$ cat src/rtl/smb_blk_pkg.sv
package smb_blk_pkg;
   typedef enum logic [2:0] {
      PH_IDLE,
      PH_RX,
      PH_ACK,
      PH_TX,
      PH_HACK,
      PH_IGNORE
   } phase_e;

   typedef enum logic [1:0] {
      RK_ADDR,
      RK_INDEX,
      RK_COUNT,
      RK_DATA
   } rxkind_e;
endpackage

$ cat src/rtl/smb_bus_sync.sv
module smb_bus_sync #(
   parameter int STAGES = 2
) (
   input  logic clk,
   input  logic rst_n,
   input  logic scl_i,
   input  logic sda_i,
   output logic scl_s,
   output logic sda_s,
   output logic scl_rise,
   output logic scl_fall,
   output logic start_det,
   output logic stop_det
);
   logic [STAGES-1:0] scl_ff, sda_ff;
   logic              scl_q, sda_q;

   if (STAGES < 2) begin : g_bad_stages
      $error("smb_bus_sync: STAGES must be at least 2");
   end

   always_ff @(posedge clk or negedge rst_n) begin
      if (!rst_n) begin
         scl_ff <= '1;
         sda_ff <= '1;
         scl_q  <= 1'b1;
         sda_q  <= 1'b1;
      end else begin
         scl_ff <= {scl_ff[STAGES-2:0], scl_i};
         sda_ff <= {sda_ff[STAGES-2:0], sda_i};
         scl_q  <= scl_ff[STAGES-1];
         sda_q  <= sda_ff[STAGES-1];
      end
   end

   assign scl_s     = scl_ff[STAGES-1];
   assign sda_s     = sda_ff[STAGES-1];
   assign scl_rise  = scl_s & ~scl_q;
   assign scl_fall  = ~scl_s & scl_q;
   assign start_det = scl_s & scl_q & sda_q & ~sda_s;
   assign stop_det  = scl_s & scl_q & ~sda_q & sda_s;
endmodule

$ cat src/rtl/smb_regfile.sv
module smb_regfile #(
   parameter int NREGS   = 32,
   parameter int CNT_IDX = 8,
   localparam int AW     = $clog2(NREGS)
) (
   input  logic               clk,
   input  logic               rst_n,
   input  logic               we,
   input  logic [AW-1:0]      waddr,
   input  logic [7:0]         wdata,
   input  logic [AW-1:0]      raddr,
   output logic [7:0]         rdata,
   output logic [7:0]         cnt_val,
   output logic [NREGS*8-1:0] regs_flat
);
   for (genvar i = 0; i < NREGS; i++) begin : g_row
      logic [7:0] q;
      always_ff @(posedge clk or negedge rst_n) begin
         if (!rst_n)
            q <= '0;
         else if (we && waddr == AW'(i))
            q <= wdata;
      end
      assign regs_flat[8*i +: 8] = q;
   end

   assign rdata   = regs_flat[{raddr, 3'b000} +: 8];
   assign cnt_val = regs_flat[8*CNT_IDX +: 8];
endmodule

$ cat src/rtl/smb_proto_fsm.sv
module smb_proto_fsm
   import smb_blk_pkg::*;
#(
   parameter logic [6:0] ADDR7 = 7'h69,
   parameter int         NREGS = 32,
   localparam int        AW    = $clog2(NREGS)
) (
   input  logic          clk,
   input  logic          rst_n,
   input  logic          scl_rise,
   input  logic          scl_fall,
   input  logic          sda_s,
   input  logic          start_det,
   input  logic          stop_det,
   input  logic [7:0]    rdata,
   input  logic [7:0]    cnt_val,
   output logic          sda_oe,
   output logic          we,
   output logic [AW-1:0] waddr,
   output logic [7:0]    wdata,
   output logic [AW-1:0] raddr,
   output phase_e        phase_o,
   output logic [7:0]    ptr_o
);
   localparam logic [8:0] NREGS_W = 9'(NREGS);

   phase_e        phase;
   rxkind_e       kind;
   logic [3:0]    bitcnt;
   logic [7:0]    shreg, txbyte, ptr, remain;
   logic          ack_on, tx_next, host_ack;
   logic [7:0]    rx_byte, rd_byte, ptr_next;
   logic          ptr_ok;
   logic [AW-1:0] idx_inc;

   assign rx_byte  = {shreg[6:0], sda_s};
   assign ptr_ok   = {1'b0, ptr} < NREGS_W;
   assign idx_inc  = ptr[AW-1:0] + 1'b1;
   assign ptr_next = ptr_ok ? 8'(idx_inc) : ptr;
   assign rd_byte  = ptr_ok ? rdata : 8'h00;
   assign raddr    = ptr[AW-1:0];
   assign phase_o  = phase;
   assign ptr_o    = ptr;

   always_ff @(posedge clk or negedge rst_n) begin
      if (!rst_n) begin
         phase    <= PH_IDLE;
         kind     <= RK_ADDR;
         bitcnt   <= '0;
         shreg    <= '0;
         txbyte   <= '0;
         ptr      <= '0;
         remain   <= '0;
         sda_oe   <= 1'b0;
         ack_on   <= 1'b0;
         tx_next  <= 1'b0;
         host_ack <= 1'b0;
         we       <= 1'b0;
         waddr    <= '0;
         wdata    <= '0;
      end else begin
         we <= 1'b0;
         if (start_det) begin
            phase  <= PH_RX;
            kind   <= RK_ADDR;
            bitcnt <= '0;
            sda_oe <= 1'b0;
            ack_on <= 1'b0;
         end else if (stop_det) begin
            phase  <= PH_IDLE;
            sda_oe <= 1'b0;
            ack_on <= 1'b0;
         end else begin
            unique case (phase)
               PH_RX: if (scl_rise) begin
                  shreg <= rx_byte;
                  if (bitcnt == 4'd7) begin
                     bitcnt  <= '0;
                     phase   <= PH_ACK;
                     tx_next <= 1'b0;
                     unique case (kind)
                        RK_ADDR: begin
                           if (rx_byte[7:1] != ADDR7) begin
                              phase <= PH_IGNORE;
                           end else if (rx_byte[0]) begin
                              tx_next <= 1'b1;
                              txbyte  <= cnt_val;
                           end else begin
                              kind <= RK_INDEX;
                           end
                        end
                        RK_INDEX: begin
                           ptr  <= rx_byte;
                           kind <= RK_COUNT;
                        end
                        RK_COUNT: begin
                           remain <= rx_byte;
                           kind   <= RK_DATA;
                        end
                        RK_DATA: begin
                           if (remain == 8'd0) begin
                              phase <= PH_IGNORE;
                           end else begin
                              remain <= remain - 1'b1;
                              ptr    <= ptr_next;
                              if (ptr_ok) begin
                                 we    <= 1'b1;
                                 waddr <= ptr[AW-1:0];
                                 wdata <= rx_byte;
                              end
                           end
                        end
                        default: ;
                     endcase
                  end else begin
                     bitcnt <= bitcnt + 1'b1;
                  end
               end
               PH_ACK: if (scl_fall) begin
                  if (!ack_on) begin
                     sda_oe <= 1'b1;
                     ack_on <= 1'b1;
                  end else begin
                     ack_on <= 1'b0;
                     bitcnt <= '0;
                     if (tx_next) begin
                        phase  <= PH_TX;
                        sda_oe <= ~txbyte[7];
                     end else begin
                        phase  <= PH_RX;
                        sda_oe <= 1'b0;
                     end
                  end
               end
               PH_TX: begin
                  if (scl_rise) begin
                     bitcnt <= bitcnt + 1'b1;
                  end else if (scl_fall) begin
                     if (bitcnt == 4'd8) begin
                        sda_oe <= 1'b0;
                        phase  <= PH_HACK;
                     end else begin
                        txbyte <= {txbyte[6:0], 1'b0};
                        sda_oe <= ~txbyte[6];
                     end
                  end
               end
               PH_HACK: begin
                  if (scl_rise) begin
                     host_ack <= ~sda_s;
                  end else if (scl_fall) begin
                     if (host_ack) begin
                        txbyte <= rd_byte;
                        ptr    <= ptr_next;
                        bitcnt <= '0;
                        phase  <= PH_TX;
                        sda_oe <= ~rd_byte[7];
                     end else begin
                        phase <= PH_IGNORE;
                     end
                  end
               end
               default: ;
            endcase
         end
      end
   end
endmodule

$ cat src/rtl/smb_blkreg_target.sv
module smb_blkreg_target
   import smb_blk_pkg::*;
#(
   parameter logic [6:0] ADDR7       = 7'h69,
   parameter int         NREGS       = 32,
   parameter int         CNT_IDX     = 8,
   parameter int         SYNC_STAGES = 2,
   localparam int        AW          = $clog2(NREGS)
) (
   input  logic               clk,
   input  logic               rst_n,
   input  logic               scl_i,
   input  logic               sda_i,
   output logic               sda_oe,
   output logic [NREGS*8-1:0] regs_flat
);
   if (NREGS < 2 || NREGS > 128 || (NREGS & (NREGS - 1)) != 0) begin : g_bad_nregs
      $error("smb_blkreg_target: NREGS must be a power of two from 2 to 128");
   end
   if (CNT_IDX < 0 || CNT_IDX >= NREGS) begin : g_bad_cnt
      $error("smb_blkreg_target: CNT_IDX must address a location inside the file");
   end

   logic          scl_s, sda_s, scl_rise, scl_fall, start_det, stop_det;
   logic          reg_we;
   logic [AW-1:0] waddr, raddr;
   logic [7:0]    wdata, rdata, cnt_val, ptr_q;
   phase_e        phase;

   smb_bus_sync #(.STAGES(SYNC_STAGES)) u_sync (
      .clk       (clk),
      .rst_n     (rst_n),
      .scl_i     (scl_i),
      .sda_i     (sda_i),
      .scl_s     (scl_s),
      .sda_s     (sda_s),
      .scl_rise  (scl_rise),
      .scl_fall  (scl_fall),
      .start_det (start_det),
      .stop_det  (stop_det)
   );

   smb_proto_fsm #(.ADDR7(ADDR7), .NREGS(NREGS)) u_fsm (
      .clk       (clk),
      .rst_n     (rst_n),
      .scl_rise  (scl_rise),
      .scl_fall  (scl_fall),
      .sda_s     (sda_s),
      .start_det (start_det),
      .stop_det  (stop_det),
      .rdata     (rdata),
      .cnt_val   (cnt_val),
      .sda_oe    (sda_oe),
      .we        (reg_we),
      .waddr     (waddr),
      .wdata     (wdata),
      .raddr     (raddr),
      .phase_o   (phase),
      .ptr_o     (ptr_q)
   );

   smb_regfile #(.NREGS(NREGS), .CNT_IDX(CNT_IDX)) u_regs (
      .clk       (clk),
      .rst_n     (rst_n),
      .we        (reg_we),
      .waddr     (waddr),
      .wdata     (wdata),
      .raddr     (raddr),
      .rdata     (rdata),
      .cnt_val   (cnt_val),
      .regs_flat (regs_flat)
   );
endmodule

$ cat config.mk
export PLATFORM = sky130hd
export DESIGN_NAME = smb_blkreg_target
export DESIGN_NICKNAME = d
export VERILOG_FILES = /design/src/rtl/smb_blk_pkg.sv /design/src/rtl/smb_bus_sync.sv /design/src/rtl/smb_regfile.sv /design/src/rtl/smb_proto_fsm.sv /design/src/rtl/smb_blkreg_target.sv
export SDC_FILE = /design/constraint.sdc
export NUM_CORES = 1
export LEC_CHECK = 0
export BUFFER_PORTS_ARGS = -buffer_cell sky130_fd_sc_hd__buf_2
export CORE_MARGIN = 10
export CORE_UTILIZATION = 45
export DETAILED_ROUTE_END_ITERATION = 16
export PLACE_DENSITY = 0.74
export SLEW_MARGIN = 20
export SYNTH_ARGS = -nofsm -noshare
export SYNTH_HDL_FRONTEND = slang
export SYNTH_HIERARCHICAL = 1
export SYNTH_SLANG_ARGS = --single-unit
$ cat constraint.sdc
create_clock -name clk -period 2.6 [get_ports clk]
set_input_delay 0.52 -clock clk [delete_from_list [all_inputs] [get_ports clk]]
set_output_delay 0.52 -clock clk [all_outputs]
set_load 0.05 [all_outputs]
After elaboration in Yosys (flattened, before gate mapping)
Cells that the tools add are included.
- bits of input ports: 4
- output and inout bits: 257
- register bits: 320
- bitwise operators: 17
- add/sub/neg operators: 3
- mux-type cells: 88
- reductions and logical operators: 59
- equality and inequality tests: 75
- shift-type cells: 1
- magnitude comparators: 1
- operator list (operator ; count):
    $shiftx A256 B9 Y8 ; 1
    $mux W8 ; 20
    $eq A5 B5 Y1 const B ; 16
    $pmux W8 S2 ; 3
    $mux W3 ; 14
    $eq A5 B4 Y1 const B ; 8
    $mux W4 ; 10
    $logic_and A1 B1 Y1 ; 32
    $mux W1 ; 27
    $ne A3 B3 Y1 const B ; 9
    $ne A4 B4 Y1 const B ; 6
    $pmux W8 S3 ; 1
    $ne A2 B2 Y1 const B ; 11
    $reduce_and A7 Y1 ; 3
    $eq A5 B3 Y1 const B ; 4
    $reduce_and A10 Y1 ; 2
    $mux W2 ; 8
    $ne A4 B3 Y1 const B ; 4
    $pmux W4 S4 ; 1
    $reduce_and A14 Y1 ; 1
    $pmux W3 S4 ; 1
    $eq A5 B2 Y1 const B ; 2
    $not A1 Y1 ; 10
    $reduce_bool A2 Y1 ; 5
    31 further kinds ; 45

Depth between registers and ports, before layout
- word-level depth: 9
- mapped depth: 9
- depth with buffers taken out: 7

Modules after synthesis
The synthesis kept the hierarchy.
- by module, submodules not included (module ; sequential area each (µm²) ; instances ; cells each ; area an instance (µm²)):
    smb_regfile ; 6406.1 ; 1 ; 707 ; 11752.5
    smb_proto_fsm ; 1451.4 ; 1 ; 342 ; 3384.5
    smb_bus_sync ; 157.7 ; 1 ; 10 ; 190.2

Worst setup path before layout
OpenSTA, ideal clock, no wires.
- path type: register to register
- from: register u_fsm.ptr[2], in the netlist u_fsm/ptr_o[2]
- to: register u_fsm.txbyte[7]
- setup time: 125 ps
- path slack: -222 ps
- arrival: 2698 ps
- clock period less this slack: 2822 ps
- stages on the path, launching flop included: 10
- buffers on the path: 3
- cell sequence: dfrtp_1 buf_4 clkbuf_1 buf_1 mux4_2 mux4_2 mux2_2 a22oi_1 nand2_1 mux2_2
- cells in the longest elaborated chain, start to end: 6
- elaborated cells between the ends (all ways): 7
- those cells by class: order compare (1); shift (1); mux (5)
- RTL lines (item ; RTL line ; text):
    start, declared ; smb_proto_fsm.sv:30 ; logic [7:0] shreg, txbyte, ptr, remain;
    start signal, assigned ; smb_proto_fsm.sv:93 ; ptr <= rx_byte;
    start signal, assigned ; smb_proto_fsm.sv:105 ; ptr <= ptr_next;
    start signal, assigned ; smb_proto_fsm.sv:154 ; ptr <= ptr_next;
    $shiftx A256 B9 Y8 ; smb_regfile.sv:27 ; assign rdata = regs_flat[{raddr, 3'b000} +: 8];
    named net rdata[7] ; smb_blkreg_target.sv:27 ; logic [7:0] wdata, rdata, cnt_val, ptr_q;
    $mux W8 ; smb_proto_fsm.sv:40 ; assign rd_byte = ptr_ok ? rdata : 8'h00;
    $mux W8 ; smb_proto_fsm.sv:152 ; if (host_ack) begin
    $mux W8 ; smb_proto_fsm.sv:151 ; end else if (scl_fall) begin
    $mux W8 ; smb_proto_fsm.sv:149 ; if (scl_rise) begin
    $pmux W8 S3 ; smb_proto_fsm.sv:74 ; unique case (phase)
    end signal, assigned ; smb_proto_fsm.sv:87 ; txbyte <= cnt_val;
    end signal, assigned ; smb_proto_fsm.sv:143 ; txbyte <= {txbyte[6:0], 1'b0};
    end signal, assigned ; smb_proto_fsm.sv:153 ; txbyte <= rd_byte;
    end, declared ; smb_proto_fsm.sv:30 ;
The timed path passes the listed nets, and every way through them passes these cells. The select of a mux whose other input is x is not followed.
A chain may end at the register's enable or synchronous reset.

Worst setup path in the final report
- from: register u_fsm.ptr[1], in the netlist u_fsm/ptr_o[1]
- to: register u_fsm.txbyte[5]
The elaborated chain is that of the path after synthesis.

==> flow_summary.json <==
{
  "status": "finished, violations left",
  "violations": "negative setup slack",
  "tritoncts": "built",
  "post-route-period-util_pct": 105.0,
  "gp_congestion": 0.9877,
  "cp-start-kind": "register",
  "syn_area_um2": 15330,
  "ant_nets": 0,
  "critPathMaxStageDelay_ns": 0.51,
  "grt_pass1_wl_um": 74440,
  "yosysTopAreaCell": "dfrtp_1",
  "switching_share_pct": 29.07,
  "fp-row-count": 67,
  "crit_fanout": 5,
  "path_class": "reg -> reg",
  "drc_errors": 0,
  "root_buffer": "clkbuf_16",
  "path_cells": "buf_12, buf_12, buf_16, mux4_2, mux4_2, mux2_4, a22oi_2, nand2_1, mux2_4",
  "pre_cts_ws_ns": -0.1379,
  "io_pins": 261,
  "syn_avg_cell_area_um2": 14.47,
  "wire_per_inst_um": 27.15,
  "htree_levels": 2,
  "clkLatencyLatePin_ns": 0.54,
  "syn_nets": 1072,
  "drt_iter0_drc": 993,
  "wirelength_um": 50330,
  "hold_path_class": "in -> reg",
  "layout_commonest_cell": "dfrtp_1",
  "grtUsageTotal_pct": 23.28,
  "skew_ns": 0.02709,
  "wl_met1_um": 21290,
  "final_cell_area_um2": 19120,
  "end_kind": "register",
  "max_freq_mhz": 366.4,
  "clk_pin_slew_ns": 0.06,
  "nFillCells": 2719,
  "final_cell_count_no_fill": 1854,
  "mostFrequentLayoutCells": "dfrtp_1, mux2_2, buf_2, buf_4, mux4_2",
  "highest_layer": "met4",
  "overflow": 0,
  "setup_ws_ns": -0.1289,
  "peakVddDrop_uv": 456.2,
  "synth-edff-count": 0,
  "synth_seq_cells": 320,
  "min_period_ns": 2.729,
  "finalSetupViolCount": 8,
  "maxSlewViolCount": 0,
  "tightest_slew_ns": 0.8651,
  "required_ns": 3.01,
  "syn_inst": 1059,
  "drive_gt1_share_pct": 59.03,
  "synth_top_area_share_pct": 51.27,
  "wl_met3_um": 5247,
  "rsz0062_at_grt": "yes",
  "io_buffers": 260,
  "placed_area_um2": 17590,
  "fin_nets": 1393,
  "clk_path_buf_depth": 3,
  "cts-buffers-inserted": 36,
  "first_pass_iters": 5,
  "fin_tns_setup_ns": -0.8009,
  "fp.dieH_um": 204.6,
  "die_area_um2": 41840,
  "switchingPower_w": 0.004013,
  "vias": 11143,
  "p_clk_share_pct": 37.7,
  "yosysSeqAreaShare_pct": 52.29,
  "p_total_w": 0.01380,
  "clock_sinks": 320,
  "design.core.area_um2": 33530,
  "viasPerCell": 6.010,
  "hold_viol_final": 0,
  "p_seq_share_pct": 39.5,
  "synthTopCellsByArea": "dfrtp_1, mux2_2, mux4_2",
  "synth-warning-count": 6,
  "dieWidth_um": 204.6,
  "ys.flop_type": "dfrtp_1",
  "leakagePower_nw": 9.862,
  "grt_pass1_vias": 11357,
  "cp_data_arrival_time_ns": 3.14,
  "async_flop_share_pct": 100.0,
  "p_per_area_nw_per_um2": 721.9,
  "dr_wl_met2_um": 22320,
  "p_int_w": 0.009792,
  "antenna_found_initial": 0,
  "cap_violations": 0,
  "grt_max_degree": 87,
  "dp.cells": 1774,
  "syn2layout_area_growth_pct": 24.76,
  "cpMaxStageDelayCell": "mux4_2",
  "synth_cell_types": 68,
  "dpl.hpwl_um": 36810,
  "start_util_pct": 45.71,
  "relSlewSlack_pct": 42.33,
  "power_frac_comb_pct": 22.7,
  "antennaDiodeCount": 0
}
==> timing repair <==
item,CTS,global route
gates resized for setup,23,7
hold buffers,1,0
endpoints found under the hold margin,43,0
pin swaps,10,8
setup buffers,8,3
gates cloned,2,2
endpoints found under the setup margin,9,25
==> layer usage <==
metal	vias to the layer above	track usage, %
met3	84	6.508
met4	0	7.035
li1	4621	-
met2	643	34.21
met5	-	0
met1	5795	32.89
==> final timing paths <==
| path | from | to | slack (ns) | depth (start not counted) |
|---|---|---|---|---|
| worst max-delay path | u_fsm/ptr_o[1] | u_fsm/txbyte[5] | -0.13 | 9 |
| worst min-delay path | scl_i | u_sync/scl_ff[0] | 0.11 | 1 |
| worst max register to register | u_fsm/ptr_o[1] | u_fsm/txbyte[5] | -0.13 | 9 |
| worst min register to register | u_sync/sda_ff[0] | u_sync/sda_ff[1] | 0.36 | 0 |
| max in group asynchronous | rst_n | u_regs/g_row[16].q[7] | 1.28 | 3 |
| min in group asynchronous | rst_n | u_fsm/shreg[4] | 0.50 | 2 |
==> metrics by stage <==
step | hold WS, ns | util, %
floorplan | 0.2244 | -
finish | 0.1059 | 57.03
global route | 0.09326 | 57.03
detailed placement | 0.3497 | 52.44
global placement | 0.3464 | 52.44
CTS | 0.09444 | 56.78
==> cell families (layout without fill, tap and decap cells) <==
family / count (synthesis) / count (layout) / share of synthesized area (%)
muxes: 377 / 377 / 33.55
DFF: 320 / 320 / 52.29
and+or+nand+nor: 178 / 179 / 6.392
buffers and inverters: 93 / 439 / 3.086
AOI/OAI and AO/OA: 80 / 80 / 3.829
adders and majority gates: 9 / 9 / 0.7347
xor gates and xnor gates: 2 / 2 / 0.1143
==> registers in the layout, indices dropped and copies added, names as in the netlist <==
| signal | cells |
|---|---|
| u_sync/sda_q | 1 |
| u_fsm/wdata | 8 |
| u_sync/sda_ff | 2 |
| u_regs/g_row.q | 248 |
| u_fsm/phase_o | 3 |
| u_fsm/tx_next | 1 |
| u_fsm/remain | 8 |
| u_fsm/txbyte | 8 |
| u_fsm/bitcnt | 4 |
| u_sync/scl_q | 1 |
| u_fsm/waddr | 5 |
| u_fsm/kind | 2 |
| u_regs/cnt_val | 8 |
| u_fsm/we | 1 |
| u_fsm/sda_oe | 1 |
| u_fsm/ack_on | 1 |
| u_sync/scl_ff | 2 |
| u_fsm/host_ack | 1 |
| u_fsm/ptr_o | 8 |
| u_fsm/shreg | 7 |
==> synthesized netlist by cell type (all sizes together), types with 6 or more instances <==
cell type / number
dfrtp: 314
mux2: 294
mux4: 80
nand2: 54
clkbuf: 43
buf: 36
nor2: 34
o21ai: 17
inv: 14
nand3: 12
nor3: 11
a21oi: 10
ha: 9
nor2b: 9
a31oi: 8
nand4b: 8
a22oi: 7
nand2b: 7
a221oi: 6
dfstp: 6
or3: 6
==> power groups by stage <==
stage                     sequential, W  combinational [W]  clock [W]
after floorplan                 0.00539            0.00204          0
after global placement          0.00554            0.00273          0
after detailed placement        0.00554            0.00277          0
after CTS                       0.00545            0.00308    0.00527
after global routing            0.00548            0.00336    0.00548
final                           0.00545            0.00314    0.00521
==> layout make-up <==
class	instances	area, µm²	area share [%]
timing repair buffer	361	2333	12.20
clock buffer	49	1040	5.437
clock inverter	15	177.7	0.9291
tap	448	560.5	2.931
inverter	14	52.55	0.2748
sequential	320	8020	41.94
multi-input combinational	647	6938	36.28
==> critical path, delay by kind of cell, from the launching register on <==
| family | cells | cell delay [ns] |
|---|---|---|
| mux | 4 | 1.51 |
| flops | 1 | 0.49 |
| buf+inv | 3 | 0.41 |
| compound gates | 1 | 0.13 |
| simple gates | 1 | 0.08 |
(Power assumes the default switching activity.)
